<file path="src/rtl/sevt_pkg.sv">
package sevt_pkg;
  localparam int ADDR_W    = 4;
  localparam int REG_W     = 8;
  localparam int CONDS     = 6;
  localparam logic [ADDR_W-1:0] A_LSR0 = 4'h0;
  localparam logic [ADDR_W-1:0] A_LEN0 = 4'h4;
  localparam logic [ADDR_W-1:0] A_STD  = 4'h8;
  localparam logic [ADDR_W-1:0] A_SEN  = 4'h9;
  localparam logic [ADDR_W-1:0] A_SRE  = 4'hA;
  localparam logic [ADDR_W-1:0] A_STB  = 4'hB;
  localparam logic [REG_W-1:0] LIM_VALID = 8'h5F;
  localparam logic [REG_W-1:0] STD_VALID = 8'hBD;
  localparam int STB_STD = 5;
  localparam int STB_RQS = 6;

  function automatic logic [REG_W-1:0] map_conds(input logic [CONDS-1:0] c);
    return {1'b0, c[5], 1'b0, c[4:0]};
  endfunction
endpackage

</file>
<file path="src/rtl/sevt_cond_edge.sv">
module sevt_cond_edge #(
  parameter int W      = 6,
  parameter int STAGES = 2
) (
  input  logic         clk_i,
  input  logic         rst_ni,
  input  logic [W-1:0] lvl_i,
  output logic [W-1:0] rise_o
);
  logic [W-1:0] chain [STAGES];
  logic [W-1:0] prev_q;

  always_ff @(posedge clk_i) begin
    if (!rst_ni) chain[0] <= '0;
    else         chain[0] <= lvl_i;
  end

  for (genvar s = 1; s < STAGES; s++) begin : g_stage
    always_ff @(posedge clk_i) begin
      if (!rst_ni) chain[s] <= '0;
      else         chain[s] <= chain[s-1];
    end
  end

  always_ff @(posedge clk_i) begin
    if (!rst_ni) prev_q <= '0;
    else         prev_q <= chain[STAGES-1];
  end

  assign rise_o = chain[STAGES-1] & ~prev_q;


  single_pulse_chk: assert property (@(posedge clk_i) disable iff (!rst_ni)
    (rise_o & $past(rise_o)) == '0);
endmodule

</file>
<file path="src/rtl/sevt_event_reg.sv">
module sevt_event_reg #(
  parameter int           W      = 8,
  parameter logic [W-1:0] VALID  = '1,
  parameter logic [W-1:0] RSTVAL = '0
) (
  input  logic         clk_i,
  input  logic         rst_ni,
  input  logic [W-1:0] set_i,
  input  logic         clr_i,
  output logic [W-1:0] q_o
);
  always_ff @(posedge clk_i) begin
    if (!rst_ni) q_o <= RSTVAL & VALID;
    else         q_o <= (clr_i ? '0 : q_o) | (set_i & VALID);
  end


  clear_empties_chk: assert property (@(posedge clk_i) disable iff (!rst_ni)
    (clr_i && set_i == '0) |=> q_o == '0);

  sticky_hold_chk: assert property (@(posedge clk_i) disable iff (!rst_ni)
    !clr_i |=> (q_o & $past(q_o)) == $past(q_o));

  reserved_zero_chk: assert property (@(posedge clk_i) disable iff (!rst_ni)
    (q_o & ~VALID) == '0);
endmodule

</file>
<file path="src/rtl/status_event_unit.sv">
module status_event_unit
  import sevt_pkg::*;
#(
  parameter int NUM_OUT     = 4,
  parameter int SYNC_STAGES = 2
) (
  input  logic                     clk_i,
  input  logic                     rst_ni,
  input  logic [NUM_OUT*CONDS-1:0] lim_cond_i,
  input  logic                     cmd_err_i,
  input  logic                     req_valid_i,
  output logic                     req_ready_o,
  input  logic                     req_write_i,
  input  logic [ADDR_W-1:0]        req_addr_i,
  input  logic [REG_W-1:0]         req_wdata_i,
  output logic                     rsp_valid_o,
  output logic [REG_W-1:0]         rsp_rdata_o,
  output logic [REG_W-1:0]         status_byte_o,
  output logic                     srq_o
);
  localparam int NCOND = NUM_OUT * CONDS;

  logic [NCOND-1:0] rise;
  logic [REG_W-1:0] lsr_q [NUM_OUT];
  logic [REG_W-1:0] len_q [NUM_OUT];
  logic [NUM_OUT-1:0] lim_sum;
  logic [REG_W-1:0] std_q, sen_q, sre_q, rd_mux;
  logic rd_acc, wr_acc, std_clr;

  assign req_ready_o = 1'b1;
  assign rd_acc = req_valid_i && !req_write_i;
  assign wr_acc = req_valid_i &&  req_write_i;

  sevt_cond_edge #(.W(NCOND), .STAGES(SYNC_STAGES)) u_edge (
    .clk_i(clk_i), .rst_ni(rst_ni), .lvl_i(lim_cond_i), .rise_o(rise));

  for (genvar n = 0; n < NUM_OUT; n++) begin : g_out
    logic clr_n, wen_n;
    assign clr_n = rd_acc && (req_addr_i == A_LSR0 + ADDR_W'(n));
    assign wen_n = wr_acc && (req_addr_i == A_LEN0 + ADDR_W'(n));

    sevt_event_reg #(.W(REG_W), .VALID(LIM_VALID), .RSTVAL('0)) u_lsr (
      .clk_i(clk_i), .rst_ni(rst_ni),
      .set_i(map_conds(rise[n*CONDS +: CONDS])),
      .clr_i(clr_n), .q_o(lsr_q[n]));

    always_ff @(posedge clk_i) begin
      if (!rst_ni)    len_q[n] <= '0;
      else if (wen_n) len_q[n] <= req_wdata_i;
    end

    assign lim_sum[n] = |(lsr_q[n] & len_q[n]);
  end

  assign std_clr = rd_acc && (req_addr_i == A_STD);

  sevt_event_reg #(.W(REG_W), .VALID(STD_VALID), .RSTVAL(8'h80)) u_std (
    .clk_i(clk_i), .rst_ni(rst_ni),
    .set_i({2'b00, cmd_err_i, 5'b00000}),
    .clr_i(std_clr), .q_o(std_q));

  always_ff @(posedge clk_i) begin
    if (!rst_ni) begin
      sen_q <= '0;
      sre_q <= '0;
    end else if (wr_acc) begin
      if (req_addr_i == A_SEN) sen_q <= req_wdata_i;
      if (req_addr_i == A_SRE) sre_q <= req_wdata_i;
    end
  end

  logic [REG_W-1:0] stb_base;
  always_comb begin
    stb_base = '0;
    stb_base[NUM_OUT-1:0] = lim_sum;
    stb_base[STB_STD] = |(std_q & sen_q);
  end

  assign srq_o = |(stb_base & sre_q);
  always_comb begin
    status_byte_o = stb_base;
    status_byte_o[STB_RQS] = srq_o;
  end

  always_comb begin
    rd_mux = '0;
    for (int n = 0; n < NUM_OUT; n++) begin
      if (req_addr_i == A_LSR0 + ADDR_W'(n)) rd_mux = lsr_q[n];
      if (req_addr_i == A_LEN0 + ADDR_W'(n)) rd_mux = len_q[n];
    end
    case (req_addr_i)
      A_STD:   rd_mux = std_q;
      A_SEN:   rd_mux = sen_q;
      A_SRE:   rd_mux = sre_q;
      A_STB:   rd_mux = status_byte_o;
      default: ;
    endcase
  end

  always_ff @(posedge clk_i) begin
    if (!rst_ni) begin
      rsp_valid_o <= 1'b0;
      rsp_rdata_o <= '0;
    end else begin
      rsp_valid_o <= rd_acc;
      if (rd_acc) rsp_rdata_o <= rd_mux;
    end
  end


  rsp_follows_read_chk: assert property (@(posedge clk_i) disable iff (!rst_ni)
    rd_acc |=> rsp_valid_o);

  no_spurious_rsp_chk: assert property (@(posedge clk_i) disable iff (!rst_ni)
    !rd_acc |=> !rsp_valid_o);

  sre_write_chk: assert property (@(posedge clk_i) disable iff (!rst_ni)
    (wr_acc && req_addr_i == A_SRE) |=> sre_q == $past(req_wdata_i));

  cmd_err_latch_chk: assert property (@(posedge clk_i) disable iff (!rst_ni)
    cmd_err_i |=> std_q[5]);
endmodule

</file>
<file path="config.mk">
export PLATFORM = sky130hd
export DESIGN_NAME = status_event_unit
export DESIGN_NICKNAME = d
export VERILOG_FILES = /design/src/rtl/sevt_pkg.sv /design/src/rtl/sevt_cond_edge.sv /design/src/rtl/sevt_event_reg.sv /design/src/rtl/status_event_unit.sv
export SDC_FILE = /design/constraint.sdc
export NUM_CORES = 1
export LEC_CHECK = 0
export BUFFER_PORTS_ARGS = -buffer_cell sky130_fd_sc_hd__buf_4
export CAP_MARGIN = 25
export CORE_MARGIN = 5
export CORE_UTILIZATION = 62
export DETAILED_ROUTE_END_ITERATION = 8
export PLACE_DENSITY = 0.9
export REMOVE_ABC_BUFFERS = 1
export SLEW_MARGIN = 10
export SYNTH_ARGS = -nofsm -noshare
export SYNTH_HDL_FRONTEND = slang
export SYNTH_SLANG_ARGS = --single-unit
</file>
<file path="constraint.sdc">
create_clock -name clk_i -period 3.5 [get_ports clk_i]
set_input_delay 1.05 -clock clk_i [delete_from_list [all_inputs] [get_ports clk_i]]
set_output_delay 1.05 -clock clk_i [all_outputs]
set_load 0.1 [all_outputs]
</file>
==> summary.txt, run 1 <==
Run status
  • Status: completed

Floorplanning
  • Die W: approximately 110 um
  • Die H: 106 um
  • Ports: 60
  • Die area: between 10,000 and 15,000 um2
  • CORE AREA: approximately 9200 um2
  • Starting Density: 0.628
  • # rows: 35

Min path
  • Hold Path Class: flop to flop

Placement
  • Area post-placement: around 6200 um2
  • # port buffers: 56
  • Cells after DPL: a little under 700
  • Hpwl dp: 9.19 mm
  • GPL Wtd Cong: 0.924
  • Dpl ws: 0.720 ns

Layout
  • Finished Layout Cells: 715
  • Layout cell share with drive strength beyond 1: 0.190
  • Finished Cell Area: 6750 um2
  • Most frequent cells in the layout: dfxtp_1, and2_1, buf_4
  • Synth-to-Final Area Change: 17.5%
  • Final Util: 0.738
  • Total inserted antenna cells: 0
  • Most common cell after layout, fill and taps aside: dfxtp_1
  • Final #Nets: 632

Timing
  • Final Hold Vio Count: 0
  • Slack of the critical path: 0.255 ns
  • Unrepaired setup endpoints after global routing: false
  • Clock skew: 0.00511 ns
  • Post-layout min period: 3.24 ns
  • Final count of pins violating max slew: 0
  • Period Utilization, post-route: 0.927
  • Setup violators final: 0
  • Worst slew margin: 0.404
  • Max Fclk: 308 MHz
  • Worst-Margin Slew: 0.888 ns

Global route
  • Gr busiest metal: met2
  • GRT met1 Usage: 0.300
  • Grt ovf: 0
  • Initial antenna violation count: 0
  • Largest net degree at the start of global routing: 75
  • Vias in the first global route: 4,156
  • Grt met2 use: 0.407
  • GRT Util Overall: 0.247
  • First-pass GRT wire length: roughly 21 mm
  • Met3 Track Usage GR: 0.0674

Logic synthesis
  • Cell Area, Synth: 5750 um2
  • Seq/Total Area, Yosys: 0.596
  • Synth unique cells: 42
  • Ys flop type: dfxtp_1
  • Post-synth EDFFs: 32
  • Synth Instances: 537
  • Synthesized flop and latch total: ~160
  • Mean Syn Cell Area: around 11 um2
  • Asr flop ratio synth: 0
  • YS warnings: 0

Clock network
  • Clock root cell: clkbuf_8
  • Hold-fix buffers, CTS: 0
  • Post-CTS Resized: 0
  • Worst-skew pair later-pin latency: about 0.52 ns
  • Clock tree buffer depth: 2
  • H-tree Lvls: 4
  • Sink Count: 155
  • Reg clk slew, reported paths: ~0.06 ns
  • CTS Buf Count: 17
  • CTS tree: yes
  • Post-CTS Setup Bufs: 0

Critical path
  • Slowest-stage cell, CP: a222oi_1
  • Critical path type: flop to output port
  • Crit Path Max Fanout: 3
  • Worst EP arrival: 2.19 ns
  • CP peak stage delay: about 0.5 ns
  • Crit. End Element: output port
  • CP required: approximately 2.5 ns
  • Crit path cell chain: a22oi_1, nand3_1, a222oi_1, nand2_1, buf_4
  • Startpoint types: flop

Routing
  • Number of vias per cell: just under 6
  • Initial drt markers: 336
  • DR WL/cell: 18.9 um
  • Vias: ~4,200
  • Drt pass-1 iters: 7
  • Routed WL: 13.5 mm
  • Antenna-violating nets left: 0
  • DRC violations left: 0

Power
  • Power Dens Cells: 588 nW/um2
  • LEAKAGE: approximately 2.9 nW
  • Max VDD drop: between 0.3 and 0.4 mV
  • Total power: 3.97 mW

Flow run
  • Reported max-cap violation count: 0
## cell families (layout without fill, tap and decap cells)
family,after synthesis,in the layout,synth area share
and+or+nand+nor,199,199,0.182
other,2,3,0.00131
buffers and inverters,57,123,0.0435
AOI/OAI and AO/OA,89,89,0.0997
muxes,35,35,0.0777
DFF,155,155,0.596
## worst max-delay path: cells and delay by family, from the launching register on
kind	cells	cell delay, ns
flops	1	0.41
buf+inv	1	0.27
simple gates	2	0.32
compound gates	2	0.67
## state kept, by name (all words and copies together), names as in the netlist
signal           flops
sre_q                8
rsp_valid_o          1
u_edge.chain        48
u_std.q_o            2
g_out.u_lsr.q_o     24
u_edge.prev_q       24
len_q               32
sen_q                8
rsp_rdata_o          8
## metrics by stage
| step | setup TNS, ns | hold slack, ns |
|---|---|---|
| floorplan | -1.38 | 0.399 |
| global placement | 0 | 0.401 |
| detailed placement | 0 | 0.406 |
| CTS | 0 | 0.416 |
| global route | 0 | 0.437 |
| finish | 0 | 0.416 |
## layout make-up
type | count | area (um2)
tap | 111 | 139
sequential | 155 | 3420
clock inverter | 14 | 111
inverter | 27 | 101
multi-input combinational | 326 | 2080
timing repair buffer | 64 | 480
fill | 600 | 2400
clock buffer | 18 | 418
## cells in the mapped netlist (all sizes together) (5+ instances only)
| cell | number | area share |
|---|---|---|
| a21oi | 21 | 0.018 |
| a221oi | 6 | 0.0091 |
| a22oi | 15 | 0.020 |
| and2 | 81 | 0.088 |
| buf | 16 | 0.017 |
| clkbuf | 14 | 0.0094 |
| dfxtp | 123 | 0.43 |
| edfxtp | 32 | 0.17 |
| inv | 27 | 0.018 |
| mux2 | 7 | 0.014 |
| mux2i | 21 | 0.037 |
| mux4 | 7 | 0.027 |
| nand2 | 60 | 0.039 |
| nand3 | 9 | 0.0078 |
| nor2 | 28 | 0.018 |
| nor3 | 5 | 0.0091 |
| nor4 | 5 | 0.0054 |
| o21ai | 30 | 0.026 |
## power by group
| part | switching, mW | internal [mW] |
|---|---|---|
| clock network | 0.761 | 0.890 |
| registers | 0.0427 | 1.90 |
| logic | 0.256 | 0.120 |
| total | 1.06 | 2.91 |
## per-layer routing
metal  wire length, um  vias to the layer above
met5                 0                        -
met2              6630                      254
li1                  -                     1945
met1              5200                     1963
met3              1180                       50
met4               533                        0
## final timing paths
path	from	to	slack, ns	cells past startpoint
hold reg to reg	u_edge.prev_q[20]	g_out[3].u_lsr.q_o[2]	0.42	1
setup / recovery	len_q[0][0]	srq_o	0.26	5
setup reg to reg	len_q[0][0]	rsp_rdata_o[6]	1.67	5
hold / removal	u_edge.prev_q[20]	g_out[3].u_lsr.q_o[2]	0.42	1
(Power assumes the default switching activity.)
==> run 2, diff against run 1 <==
--- a/config.mk
+++ b/config.mk
@@ -7,10 +7,12 @@
 export LEC_CHECK = 0
 export BUFFER_PORTS_ARGS = -buffer_cell sky130_fd_sc_hd__buf_4
 export CAP_MARGIN = 25
+export CELL_PAD_IN_SITES_DETAIL_PLACEMENT = 0
+export CELL_PAD_IN_SITES_GLOBAL_PLACEMENT = 1
 export CORE_MARGIN = 5
-export CORE_UTILIZATION = 62
+export CORE_UTILIZATION = 49
 export DETAILED_ROUTE_END_ITERATION = 8
-export PLACE_DENSITY = 0.9
+export PLACE_DENSITY = 0.95
 export REMOVE_ABC_BUFFERS = 1
 export SLEW_MARGIN = 10
 export SYNTH_ARGS = -nofsm -noshare
==> run 2 against run 1 <==
  * Wire length is 3.5% lower
  * Global-route usage fell by 5.7 points
  * Hold slack worse by 0.0029 ns
  * Cell count grew 5.2%
  * Fmax rose by 0.82%
  * Critical path type unchanged
==> summary.txt, run 2 (synthesis results as in run 1) <==
Floorplanning
  • Die W: roughly 120 um
  • Die area: 14,000 um2
  • # rows: 39
  • Die H: 118 um
  • Starting Density: 0.501
  • CORE AREA: around 11,000 um2
  • Ports: 60

Timing
  • Final TNS setup: 0 ns
  • Max Fclk: roughly 310 MHz
  • Worst slew margin: 0.570
  • Period Utilization, post-route: 0.920
  • Final Hold Vio Count: 0
  • Hold Slack: 0.413 ns
  • Clock skew: ~0.005 ns
  • Setup violators final: 0
  • Unrepaired setup endpoints after global routing: false
  • Slack of the critical path: approximately 0.28 ns
  • Worst-Margin Slew: 0.643 ns
  • Post-layout min period: 3.22 ns
  • Final count of pins violating max slew: 0

Power
  • Power Dens Cells: 594 nW/um2
  • Sw Share: 0.244
  • Sw power: 0.998 mW
  • Logic gate share of total power: 0.092
  • Max VDD drop: 0.355 mV
  • Pint: 3.09 mW
  • Reg power frac: 0.475
  • Clk network pwr share: 0.433
  • LEAKAGE: 2.91 nW

Layout
  • Synth-to-Final Area Change: 19.8%
  • Most frequent cells in the layout: dfxtp_1, and2_1, buf_4
  • Top Registers: u_edge.chain x48, len_q x32
  • Reg with most FFs: u_edge.chain
  • Most common cell after layout, fill and taps aside: dfxtp_1
  • Final #Nets: 637
  • Max reg flops: 48
  • Layout cell share with drive strength beyond 1: 0.197
  • Final Util: 0.600
  • Finished Layout Cells: 752
  • Total inserted antenna cells: 0

Global route
  • Vias in the first global route: 4,025
  • Initial antenna violation count: 0
  • First-pass GRT wire length: 21.0 mm
  • GRT Util Overall: 0.190
  • Grt ovf: 0
  • Largest net degree at the start of global routing: 59

Clock network
  • Clock tree buffer depth: 2
  • Post-CTS Setup Bufs: 0
  • Post-CTS Resized: 0
  • CTS tree: yes
  • Hold-fix buffers, CTS: 0
  • CTS Buf Count: 17
  • Reg clk slew, reported paths: 0.06 ns
  • Sink Count: 155
  • H-tree Lvls: 4
  • Clock root cell: clkbuf_16
  • Worst-skew pair later-pin latency: 0.42 ns

Critical path
  • CP required: 2.45 ns
  • Worst Reg-to-Reg Cells: 5
  • Critical path type: flop to output port
  • Crit Path Max Fanout: 3
  • Startpoint types: flop
  • Crit. End Element: output port
  • Worst EP arrival: approximately 2.2 ns

Routing
  • Drt pass-1 iters: 6
  • Vias: a little over 4,000
  • Routed WL: 13.1 mm
  • Initial drt markers: 340
  • Number of vias per cell: 5.42
  • DR WL/cell: 17.4 um
  • DRC violations left: 0
  • Antenna-violating nets left: 0

Placement
  • Hpwl dp: a little over 9 mm
  • Cells after DPL: 720
  • # port buffers: 56
  • GPL Wtd Cong: approximately 0.9
  • Dpl ws: around 0.7 ns

Run status
  • Status: completed

Flow run
  • Reported max-cap violation count: 0

Min path
  • Worst Hold Depth: 1
  • Hold Path Class: flop to flop
-- run 2: layer usage --
metal,vias up,GRT usage,wire length (um)
met5,-,0,0
met4,0,0.112,514
met3,40,0.0454,920
met2,182,0.288,6050
met1,1894,0.250,5590
li1,1958,-,-
-- run 2: path summary, 6_finish.rpt --
kind | start | to | slack (ns)
worst max-delay path | len_q[1][0] | srq_o | 0.28
worst min-delay path | u_edge.prev_q[10] | g_out[1].u_lsr.q_o[4] | 0.41
worst max register to register | len_q[1][0] | rsp_rdata_o[6] | 1.60
worst min register to register | u_edge.prev_q[10] | g_out[1].u_lsr.q_o[4] | 0.41
-- run 2: critical path, stage by stage (launching register included) --
cell      delay (ns)
edfxtp_1        0.41
a22oi_1         0.24
nand3_1         0.16
a222oi_1        0.49
nand2_1         0.17
buf_4           0.28
-- run 2: metrics by stage --
| stage | power (mW) | area [um2] |
|---|---|---|
| floorplan | 2.20 | 5600 |
| global placement | 2.34 | 6300 |
| detailed placement | 2.36 | 6300 |
| CTS | 4.11 | 6890 |
| global route | 4.23 | 6890 |
| finish | 4.09 | 6890 |
-- run 2: power by group through the flow --
stage          Sequential [mW]  Clock [mW]  Combinational (mW)
2_1_floorplan             2.00           0               0.193
3_3_place_gp              1.97           0               0.370
6_report                  1.94        1.77               0.378
3_5_place_dp              1.98           0               0.377
5_1_grt                   1.95        1.88               0.405
4_1_cts                   1.94        1.79               0.379
-- run 2: area by class of cell --
cell class,count,area (um2)
clock inverters,8,52.6
well taps,143,179
flip-flops and latches,155,3420
fillers,898,4580
inverters,27,101
clock buffers,24,534
repair buffers,69,518
multi-input cells,326,2080
==> run 3, diff against run 2 <==
--- a/config.mk
+++ b/config.mk
@@ -5,12 +5,13 @@
 export SDC_FILE = /design/constraint.sdc
 export NUM_CORES = 1
 export LEC_CHECK = 0
+export ABC_AREA = 1
 export BUFFER_PORTS_ARGS = -buffer_cell sky130_fd_sc_hd__buf_4
-export CAP_MARGIN = 25
+export CAP_MARGIN = 20
 export CELL_PAD_IN_SITES_DETAIL_PLACEMENT = 0
 export CELL_PAD_IN_SITES_GLOBAL_PLACEMENT = 1
 export CORE_MARGIN = 5
-export CORE_UTILIZATION = 49
+export CORE_UTILIZATION = 47
 export DETAILED_ROUTE_END_ITERATION = 8
 export PLACE_DENSITY = 0.95
 export REMOVE_ABC_BUFFERS = 1
==> run 3 against run 2 <==
  * Area after synthesis increased by 2.9%
  * Setup slack improved by 0.33 ns
  * Fmax increased by 11%
  * Sequential share of layout area decreased by 1.3 points
  * Highest routed layer unchanged
  * Via count increased by 16%
  * Wire length increased by 6.1%
  * Core utilization decreased by 3.4 points
  * Clock-buffer cell count increased by 1
==> summary.txt, run 3 <==
Run status
  • Status: completed

Logic synthesis
  • YS warnings: 0
  • Ys flop type: dfxtp_1
  • Synth Instances: roughly 730
  • Mean Syn Cell Area: about 8.1 um2
  • Synthesized flop and latch total: about 160
  • Synth top area cells: dfxtp_1, edfxtp_1, nand2_1, inv_1, nand3_1
  • Cell Area, Synth: 5920 um2
  • Seq/Total Area, Yosys: 0.579
  • Count leader, synth: nand2_1
  • Cell taking the most area after synthesis: dfxtp_1
  • Synth top area share: 0.416
  • Synth unique cells: 26
  • Most frequent cells after synthesis: nand2_1, dfxtp_1, inv_1
  • Post-synth EDFFs: 32
  • Asr flop ratio synth: 0

Layout
  • Final Util: 0.567
  • Layout cell share with drive strength beyond 1: 0.142
  • Final #Nets: just over 800
  • Most frequent cells in the layout: nand2_1, dfxtp_1, inv_1
  • Max reg flops: 48
  • Most common cell after layout, fill and taps aside: nand2_1
  • Fillcell total: 1,183
  • Reg with most FFs: u_edge.chain
  • Finished Cell Area: roughly 7100 um2
  • Top Registers: u_edge.chain x48, len_q x32
  • Total inserted antenna cells: 0
  • Synth-to-Final Area Change: 19.5%

Floorplanning
  • CORE AREA: 12,500 um2
  • Die W: 122 um
  • Die H: 122 um
  • # rows: 41
  • Starting Density: 0.475
  • Die area: around 15,000 um2
  • Ports: 60

Clock network
  • CTS tree: yes
  • H-tree Lvls: 4
  • Worst-skew pair later-pin latency: 0.42 ns
  • Post-CTS Resized: 0
  • Reg clk slew, reported paths: 0.06 ns
  • Hold-fix buffers, CTS: 0
  • Post-CTS Setup Bufs: 0
  • Sink Count: 155
  • Clock root cell: clkbuf_16
  • Clock tree buffer depth: 2
  • CTS Buf Count: 17

Critical path
  • CP delay by family, top: simple AND/OR/NAND/NOR gates
  • Critical path type: flop to output port
  • Crit path cell chain: nand2_1, nand3_1, nor2_1, nor2_1, nor2_1, nand2_1, buf_4
  • Most common cell on crit path: nor2_1
  • Crit Path Max Fanout: 3
  • Slowest-stage cell, CP: edfxtp_1
  • CP required: roughly 2.5 ns
  • CP peak stage delay: 0.41 ns
  • Worst EP arrival: 1.84 ns
  • Bufs and invs on worst path: 1
  • Startpoint types: flop
  • Crit. End Element: output port

Power
  • Power Dens Cells: around 580 nW/um2
  • LEAKAGE: 3.51 nW
  • Max VDD drop: 0.321 mV

Timing
  • Final TNS setup: 0 ns
  • Setup violators final: 0
  • Period Utilization, post-route: 0.825
  • Unrepaired setup endpoints after global routing: false
  • Worst slew margin: 0.605
  • Final Hold Vio Count: 0
  • Max Fclk: 346 MHz
  • Hold Slack: 0.406 ns
  • Final count of pins violating max slew: 0
  • Clock skew: ~0.0054 ns
  • Post-layout min period: 2.89 ns
  • Worst-Margin Slew: just under 0.6 ns

Routing
  • Routed WL: 13.9 mm
  • Number of vias per cell: just under 5
  • DR WL/cell: roughly 14 um
  • Drt pass-1 iters: 5
  • Initial drt markers: 472
  • DRC violations left: 0
  • Vias: 4,737
  • Antenna-violating nets left: 0

Placement
  • # port buffers: 56
  • Hpwl dp: 9.99 mm
  • GPL Wtd Cong: roughly 0.97
  • Area post-placement: about 6500 um2

Global route
  • Met3 Track Usage GR: 0.0487
  • Largest net degree at the start of global routing: 62
  • First-pass GRT wire length: 21.9 mm
  • Gr busiest metal: met2
  • Grt ovf: 0
  • GRT met1 Usage: 0.239
  • Grt met2 use: 0.327
  • GRT Util Overall: 0.194
  • Initial antenna violation count: 0
  • Vias in the first global route: approximately 4,400

Flow run
  • Reported max-cap violation count: 0

Min path
  • Hold Path Class: flop to flop
==> run 3: cell types whose count changed in the layout (fill, tap and decap cells not counted), moves of 21 or more <==
cell / before / now
mux2i_1: 21 / 0
nor2_1: 28 / 52
nand3_1: 9 / 57
nand2_1: 60 / 207
inv_1: 26 / 119
and2_1: 80 / 0
==> run 3: routing by layer <==
metal / vias to the layer above / part of all wire
met4: 0 / 0.021
met5: - / 0
met3: 24 / 0.056
met1: 2173 / 0.43
met2: 146 / 0.49
li1: 2394 / -
==> run 3: cell families (layout without fill, tap and decap cells) <==
group,Yosys count,after routing,synth area share
and+or+nand+nor,338,338,0.241
DFF,155,155,0.579
buffers and inverters,152,220,0.102
AOI/OAI and AO/OA,87,87,0.0770
other,2,3,0.00127
==> run 3: per-stage QoR <==
stage	std cells	setup slack, ns	power, mW
3_3_place_gp	943	0.911	2.33
2_1_floorplan	710	-0.178	2.19
4_1_cts	975	0.601	4.11
6_report	975	0.611	4.07
5_1_grt	975	0.558	4.22
3_5_place_dp	943	0.879	2.34
==> run 3: final cells by class <==
class                   count  area (um2)  area share
inverters                 127         477      0.0675
multi-input cells         428        1890       0.268
clock inverters             7        50.0     0.00708
repair buffers             61         470      0.0666
well taps                 172         215      0.0305
flip-flops and latches    155        3420       0.484
clock buffers              25         539      0.0763
==> run 3: tightest hold or removal path, delay by kind of cell (launching register included) <==
kind	cells	cell delay, ns
buffers and inverters	1	0.04
and+or+nand+nor	1	0.04
DFF	1	0.30
==> run 3: path summary, 6_finish.rpt <==
path / start / end / slack, ns / cells past startpoint
worst max-delay path: len_q[1][4] / srq_o / 0.61 / 7
worst min-delay path: u_edge.chain[0][3] / u_edge.chain[1][3] / 0.41 / 2
worst max register to register: len_q[1][4] / rsp_rdata_o[6] / 1.95 / 10
worst min register to register: u_edge.chain[0][3] / u_edge.chain[1][3] / 0.41 / 2
==> run 3: report_power, final <==
part           leakage (nW)  internal, mW  switching (mW)
Sequential             1.31          1.90          0.0415
Combinational          1.91        0.0988           0.265
Clock                 0.290          1.07           0.692
Total                  3.51          3.07           0.998
